--- src/rtl/sync_gen_pkg.sv ---
package sync_gen_pkg;

    typedef enum logic {
        PIN_DRIVE = 1'b0,
        PIN_SENSE = 1'b1
    } pin_dir_e;

    typedef struct packed {
        logic     e1;
        logic     mf;
        logic     aux;
        pin_dir_e dir;
        logic     shared_mf;
    } sync_cfg_t;

    function automatic int max_of(input int a, input int b);
        return (a > b) ? a : b;
    endfunction

endpackage

--- src/rtl/sync_gen_sampler.sv ---
module sync_gen_sampler #(
    parameter bit SAMPLE_FALLING = 1'b1
) (
    input  logic clk,
    input  logic rst_n,
    input  logic pin_in,
    output logic rise
);

    typedef struct packed {
        logic prev;
    } hist_t;

    logic  samp_q;
    hist_t hist_d, hist_q;

    generate
        if (SAMPLE_FALLING) begin : g_fall
            always_ff @(negedge clk or negedge rst_n) begin
                if (!rst_n) samp_q <= 1'b0;
                else        samp_q <= pin_in;
            end
        end else begin : g_rise
            always_ff @(posedge clk or negedge rst_n) begin
                if (!rst_n) samp_q <= 1'b0;
                else        samp_q <= pin_in;
            end
        end
    endgenerate

    always_comb begin
        hist_d      = hist_q;
        hist_d.prev = samp_q;
    end

    always_ff @(posedge clk or negedge rst_n) begin
        if (!rst_n) hist_q <= '0;
        else        hist_q <= hist_d;
    end

    assign rise = samp_q & ~hist_q.prev;

endmodule

--- src/rtl/sync_gen_counter.sv ---
module sync_gen_counter #(
    parameter int T1_FRAME_BITS = 193,
    parameter int E1_FRAME_BITS = 256,
    parameter int T1_MF_FRAMES  = 12,
    parameter int E1_MF_FRAMES  = 16,
    parameter int BIT_W         = 8,
    parameter int FRM_W         = 4
) (
    input  logic             clk,
    input  logic             rst_n,
    input  logic             e1_mode,
    input  logic             realign,
    input  logic             realign_mf,
    output logic [BIT_W-1:0] bit_q,
    output logic [FRM_W-1:0] frame_q,
    output logic [BIT_W-1:0] bit_nxt,
    output logic [FRM_W-1:0] frame_nxt
);

    localparam logic [BIT_W-1:0] T1_BIT_LAST = BIT_W'(T1_FRAME_BITS - 1);
    localparam logic [BIT_W-1:0] E1_BIT_LAST = BIT_W'(E1_FRAME_BITS - 1);
    localparam logic [FRM_W-1:0] T1_FRM_LAST = FRM_W'(T1_MF_FRAMES - 1);
    localparam logic [FRM_W-1:0] E1_FRM_LAST = FRM_W'(E1_MF_FRAMES - 1);

    typedef struct packed {
        logic [BIT_W-1:0] bit_idx;
        logic [FRM_W-1:0] frm_idx;
    } pos_t;

    pos_t             pos_d, pos_q;
    logic [BIT_W-1:0] bit_last;
    logic [FRM_W-1:0] frm_last;
    logic [FRM_W-1:0] frm_inc;

    always_comb begin
        bit_last = e1_mode ? E1_BIT_LAST : T1_BIT_LAST;
        frm_last = e1_mode ? E1_FRM_LAST : T1_FRM_LAST;
        frm_inc  = (pos_q.frm_idx >= frm_last) ? '0 : pos_q.frm_idx + FRM_W'(1);

        pos_d = pos_q;
        if (realign) begin
            // the sensed cycle is bit 0, so the next one is bit 1
            pos_d.bit_idx = BIT_W'(1);
            if (realign_mf)                 pos_d.frm_idx = '0;
            else if (pos_q.bit_idx != '0)   pos_d.frm_idx = frm_inc;
        end else if (pos_q.bit_idx >= bit_last) begin
            pos_d.bit_idx = '0;
            pos_d.frm_idx = frm_inc;
        end else begin
            pos_d.bit_idx = pos_q.bit_idx + BIT_W'(1);
        end
    end

    always_ff @(posedge clk or negedge rst_n) begin
        if (!rst_n) pos_q <= '0;
        else        pos_q <= pos_d;
    end

    assign bit_q     = pos_q.bit_idx;
    assign frame_q   = pos_q.frm_idx;
    assign bit_nxt   = pos_d.bit_idx;
    assign frame_nxt = pos_d.frm_idx;

endmodule

--- src/rtl/sync_gen_decode.sv ---
module sync_gen_decode
    import sync_gen_pkg::*;
#(
    parameter int T1_SIG_FRAME_A = 5,
    parameter int T1_SIG_FRAME_B = 11,
    parameter int BIT_W          = 8,
    parameter int FRM_W          = 4
) (
    input  sync_cfg_t        cfg,
    input  logic [FRM_W-1:0] crc_off,
    input  logic [BIT_W-1:0] bit_idx,
    input  logic [FRM_W-1:0] frm_idx,
    output logic             pin_pulse,
    output logic             shared_pulse
);

    localparam logic [FRM_W-1:0] SIG_A = FRM_W'(T1_SIG_FRAME_A);
    localparam logic [FRM_W-1:0] SIG_B = FRM_W'(T1_SIG_FRAME_B);

    logic at_frame;
    logic at_cas;
    logic at_crc;
    logic sig_tail;

    always_comb begin
        at_frame = (bit_idx == '0);
        at_cas   = at_frame && (frm_idx == '0);
        at_crc   = at_frame && (frm_idx == crc_off);
        sig_tail = !cfg.e1 && cfg.aux && (bit_idx == BIT_W'(1))
                   && ((frm_idx == SIG_A) || (frm_idx == SIG_B));

        if (cfg.dir == PIN_SENSE)   pin_pulse = 1'b0;
        else if (!cfg.mf)           pin_pulse = at_frame || sig_tail;
        else if (cfg.e1 && cfg.aux) pin_pulse = at_crc;
        else                        pin_pulse = at_cas;

        shared_pulse = cfg.shared_mf ? at_cas : at_frame;
    end

endmodule

--- src/rtl/sync_gen.sv ---
module sync_gen
    import sync_gen_pkg::*;
#(
    parameter int T1_FRAME_BITS  = 193,
    parameter int E1_FRAME_BITS  = 256,
    parameter int T1_MF_FRAMES   = 12,
    parameter int E1_MF_FRAMES   = 16,
    parameter int T1_SIG_FRAME_A = 5,
    parameter int T1_SIG_FRAME_B = 11,
    parameter bit SAMPLE_FALLING = 1'b1,
    localparam int BIT_W = $clog2(max_of(T1_FRAME_BITS, E1_FRAME_BITS)),
    localparam int FRM_W = $clog2(max_of(T1_MF_FRAMES, E1_MF_FRAMES))
) (
    input  logic             clk,
    input  logic             rst_n,
    input  logic             e1_mode,
    input  logic             boundary_mf,
    input  logic             width_crc,
    input  logic             pin_sense,
    input  logic             fms_sel_mf,
    input  logic [FRM_W-1:0] crc_offset,
    input  logic             sync_in,
    output logic             sync_out,
    output logic             sync_oe,
    output logic             fms_out
);

    typedef struct packed {
        logic pin;
        logic oe;
        logic shared;
    } outs_t;

    sync_cfg_t        cfg;
    logic             ext_rise;
    logic             realign;
    logic [BIT_W-1:0] bit_q;
    logic [FRM_W-1:0] frame_q;
    logic [BIT_W-1:0] bit_nxt;
    logic [FRM_W-1:0] frame_nxt;
    logic             pin_pulse;
    logic             shared_pulse;
    outs_t            outs_d, outs_q;

    always_comb begin
        cfg.e1        = e1_mode;
        cfg.mf        = boundary_mf;
        cfg.aux       = width_crc;
        cfg.dir       = pin_sense ? PIN_SENSE : PIN_DRIVE;
        cfg.shared_mf = fms_sel_mf;
    end

    sync_gen_sampler #(
        .SAMPLE_FALLING(SAMPLE_FALLING)
    ) u_samp (
        .clk   (clk),
        .rst_n (rst_n),
        .pin_in(sync_in),
        .rise  (ext_rise)
    );

    assign realign = ext_rise && (cfg.dir == PIN_SENSE);

    sync_gen_counter #(
        .T1_FRAME_BITS(T1_FRAME_BITS),
        .E1_FRAME_BITS(E1_FRAME_BITS),
        .T1_MF_FRAMES (T1_MF_FRAMES),
        .E1_MF_FRAMES (E1_MF_FRAMES),
        .BIT_W        (BIT_W),
        .FRM_W        (FRM_W)
    ) u_cnt (
        .clk       (clk),
        .rst_n     (rst_n),
        .e1_mode   (e1_mode),
        .realign   (realign),
        .realign_mf(boundary_mf),
        .bit_q     (bit_q),
        .frame_q   (frame_q),
        .bit_nxt   (bit_nxt),
        .frame_nxt (frame_nxt)
    );

    sync_gen_decode #(
        .T1_SIG_FRAME_A(T1_SIG_FRAME_A),
        .T1_SIG_FRAME_B(T1_SIG_FRAME_B),
        .BIT_W         (BIT_W),
        .FRM_W         (FRM_W)
    ) u_dec (
        .cfg         (cfg),
        .crc_off     (crc_offset),
        .bit_idx     (bit_nxt),
        .frm_idx     (frame_nxt),
        .pin_pulse   (pin_pulse),
        .shared_pulse(shared_pulse)
    );

    always_comb begin
        outs_d        = outs_q;
        outs_d.pin    = pin_pulse;
        outs_d.oe     = (cfg.dir == PIN_DRIVE);
        outs_d.shared = shared_pulse;
    end

    always_ff @(posedge clk or negedge rst_n) begin
        if (!rst_n) outs_q <= '0;
        else        outs_q <= outs_d;
    end

    assign sync_out = outs_q.pin;
    assign sync_oe  = outs_q.oe;
    assign fms_out  = outs_q.shared;

endmodule

--- config.mk ---
export PLATFORM = sky130hd
export DESIGN_NAME = sync_gen
export DESIGN_NICKNAME = d
export VERILOG_FILES = /design/src/rtl/sync_gen_pkg.sv /design/src/rtl/sync_gen_sampler.sv /design/src/rtl/sync_gen_counter.sv /design/src/rtl/sync_gen_decode.sv /design/src/rtl/sync_gen.sv
export SDC_FILE = /design/constraint.sdc
export NUM_CORES = 1
export LEC_CHECK = 0
export CAP_MARGIN = 15
export CORE_MARGIN = 4
export CORE_UTILIZATION = 45
export CTS_CLUSTER_SIZE = 12
export DETAILED_ROUTE_END_ITERATION = 7
export HOLD_SLACK_MARGIN = 0.06
export PLACE_DENSITY_LB_ADDON = 0.15
export RECOVER_POWER = 100
export SLEW_MARGIN = 20
export SYNTH_ARGS = -nofsm -noshare
export SYNTH_HDL_FRONTEND = slang
export SYNTH_HIERARCHICAL = 1
export SYNTH_SLANG_ARGS = --single-unit
--- constraint.sdc ---
create_clock -name clk -period 2.78 [get_ports clk]
set_input_delay 0.278 -clock clk [delete_from_list [all_inputs] [get_ports clk]]
set_output_delay 0.278 -clock clk [all_outputs]
set_load 0.03 [all_outputs]
==> results.md <==
- Max-slew headroom: 0.397
- Max-cap violations: 0
- Die W: 60.1 microns
- Routability cong.: approximately 0.9
- HP Class: input pin to register
- FF+latch count, synth: 17
- Die area: approximately 3600 sq um
- Standard-cell rows: 18
- Core area: around 2500 sq um
- RSZ-0062 raised after global routing: true
- WL per Instance: 15.8 microns
- Sequential power share: 0.331
- Predominant post-synthesis flop cell: dfrtp_1
- Place WS: -1.05 ns
- Status: finished, violations left
- Async SR Flop Fraction: 1.00
- H-tree lvl count: 1
- Failing checks: negative setup slack
- Crit-path cells: nor2b_4 -> and2_4 -> nand2b_1 -> nor2_1 -> a22oi_2 -> o311ai_4 -> or4_4 -> a21oi_2 -> a31oi_1 -> a2111oi_2
- Post-DP HPWL: roughly 2400 microns
- Data required, critical path: between 2 and 3 ns
- Total track usage: 0.192
- CP peak stage delay: between 0.5 and 0.6 ns
- Top cells by area, synth: dfrtp_1, ha_1, xor2_1, nor3_2, o311ai_4
- Die Span Y: approximately 60 microns
- CTS Sinks: 17
- Mapped Cells: 122
- Startpoint Class: register
- CTS Buf Count: 3
- Crit path buf inv count: 0
- Cell-internal power: 0.000630 W
- Setup_tns: -2.36 ns
- Clock buffer depth: 2
- I/O pin cnt: 15
- Delay-heaviest family, CP: simple AND/OR/NAND/NOR gates
- Slew Limit Fails: 0
- Ant diodes: 0
- Post-synth top cells: dfrtp_1, ha_1, inv_1, xor2_1
- Most frequent cell after synthesis: dfrtp_1
- Initial drt markers: 24
- Count of final setup violators: 6
- DRC: 0
- Critical path class: register to register
- Power share of the clock group: 0.130
- Top cell type's share of synthesized area: 0.328
- Worst setup margin: -1.01 ns
- Post-synthesis sequential area ratio: 0.349
- TritonRoute pass-1 iters: 4
- Yosys warning total: 6
- CP Max Fanout: 8
- CTS tree: built
- Root buf cell: clkbuf_4
- Fin cells: 196
- Post-synth EDFFs: 0
- CP endpoint kind: register
- Total gr overflow: 0
- Distinct cells, synth: 36
- Post-Syn Nets: roughly 140
- Via/cell ratio: between 5 and 6
- Initial antenna violation count: 0
- FILL cells: about 210
- Detailed Route WL: between 3000 and 4000 microns
- Clock Skew: between 0.003 and 0.004 ns
- Mapped Area: about 1200 sq um
- VDD IR max: approximately 0.43 mV
- Clock latency on the worst-skew pair: 0.29 ns
- Count of final hold-check violations: 0
- Area Growth Syn to Fin: 36.3%
- Worst slew pin tran: approximately 0.90 ns
- Largest net degree at the start of global routing: 17
- Critical path's slowest cell: or4_4
- Initial core utilization: 0.484
- Cell Pwr Density: about 630 nW/um^2
- Yosys top cell by area: dfrtp_1
- Worst Path Arrival: slightly below 4 ns
- Logic gate share of total power: 0.538
- # hold bufs at CTS: 0
- Syn Area/Cell: approximately 10 sq um
- Dpl cells: approximately 190
- Final net count: about 190
- Switching power total: approximately 0.00042 W
- Vias in the first global route: about 1200
- Leakage Power: around 0.78 nW
- Clock transition at path regs: around 0.10 ns
- Sw Ratio: 0.400
- Share of cells above drive strength 1: 0.325
- Buffers on Ports: 14
- First-pass GRT wire length: about 5100 microns
- Via count: 1115
- Hold_ws: ~0.57 ns
- Routed Antenna Nets: 0
final timing paths:
path                                   from          endpoint  slack (ns)  cells past startpoint
setup / recovery              u_samp/hist_d          sync_out       -1.01                     10
hold / removal                   fms_sel_mf           fms_out        0.57                      2
setup reg to reg              u_samp/hist_d          sync_out       -1.01                     10
hold reg to reg            u_cnt/frame_q[1]  u_cnt/frame_q[1]        0.65                      2
max in group asynchronous             rst_n     u_samp/hist_d        1.12                      1
min in group asynchronous             rst_n    u_cnt/bit_q[4]        0.70                      2
sequential cells by signal, indices dropped and copies added (netlist names):
signal	flops
fms_out	1
sync_oe	1
sync_out	1
u_cnt/bit_q	8
u_cnt/frame_q	4
u_samp/hist_d	1
u_samp/hist_q	1
through the flow:
step | total power [W] | utilization | cell area [sq um]
floorplan | 0.000672 | - | 1240
finish | 0.00105 | 0.659 | 1660
detailed placement | 0.000870 | 0.622 | 1570
global placement | 0.000849 | 0.622 | 1570
CTS | 0.00104 | 0.654 | 1650
global route | 0.00113 | 0.659 | 1660
what timing repair did:
| item | CTS | global route |
|---|---|---|
| gates resized for setup | 5 | 1 |
| setup endpoints to repair | 6 | 6 |
| pin swaps | 2 | 0 |
| buffers inserted | 4 | 1 |
layout by cell type (no fill, tap or decap), drive strengths merged, types with 8 or more instances in the layout:
master | netlist | routed
buf | 2 | 27
clkdlybuf4s50 | 0 | 9
dfrtp | 16 | 16
ha | 10 | 10
inv | 10 | 10
nor3 | 10 | 10
o21ai | 8 | 8
xor2 | 10 | 10
worst register-to-register path: cells and delay by family, from the launching register on:
kind	cells	cell delay (ns)
flip-flops	1	0.35
AO/OA/AOI/OAI	5	0.91
AND/OR/NAND/NOR	5	1.03
logic make-up (layout without fill, tap and decap cells):
group,Yosys count,count (layout),share of synthesized area
simple gates,45,45,0.240
compound gates,27,27,0.186
flops,17,17,0.349
buf+inv,12,56,0.0441
xor+xnor,11,11,0.0790
fa+ha+maj,10,10,0.103
area by class of cell:
class	count	area [sq um]	area share
multi-input cells	93	788	0.474
flip-flops and latches	17	425	0.256
repair buffers	42	347	0.208
inverters	10	37.5	0.0226
well taps	30	37.5	0.0226
clock buffers	3	22.5	0.0135
clock inverters	1	5.00	0.00301
power by group through the flow:
| stage | sequential, W | combinational (W) | clock (W) |
|---|---|---|---|
| floorplan | 0.000374 | 0.000298 | 0 |
| global placement | 0.000351 | 0.000499 | 0 |
| detailed placement | 0.000351 | 0.000519 | 0 |
| CTS | 0.000347 | 0.000553 | 0.000139 |
| global route | 0.000356 | 0.000618 | 0.000155 |
| finish | 0.000348 | 0.000566 | 0.000137 |
metal layers:
layer / track usage / wire (microns) / share of wire / vias up
met3: 0.0324 / 134 / 0.043 / 2
met1: 0.249 / 1420 / 0.46 / 547
met2: 0.319 / 1510 / 0.49 / 28
met4: 0.0728 / 29 / 0.0094 / 0
li1: - / - / - / 538
met5: 0 / 0 / 0 / -
(Power assumes the default switching activity.)
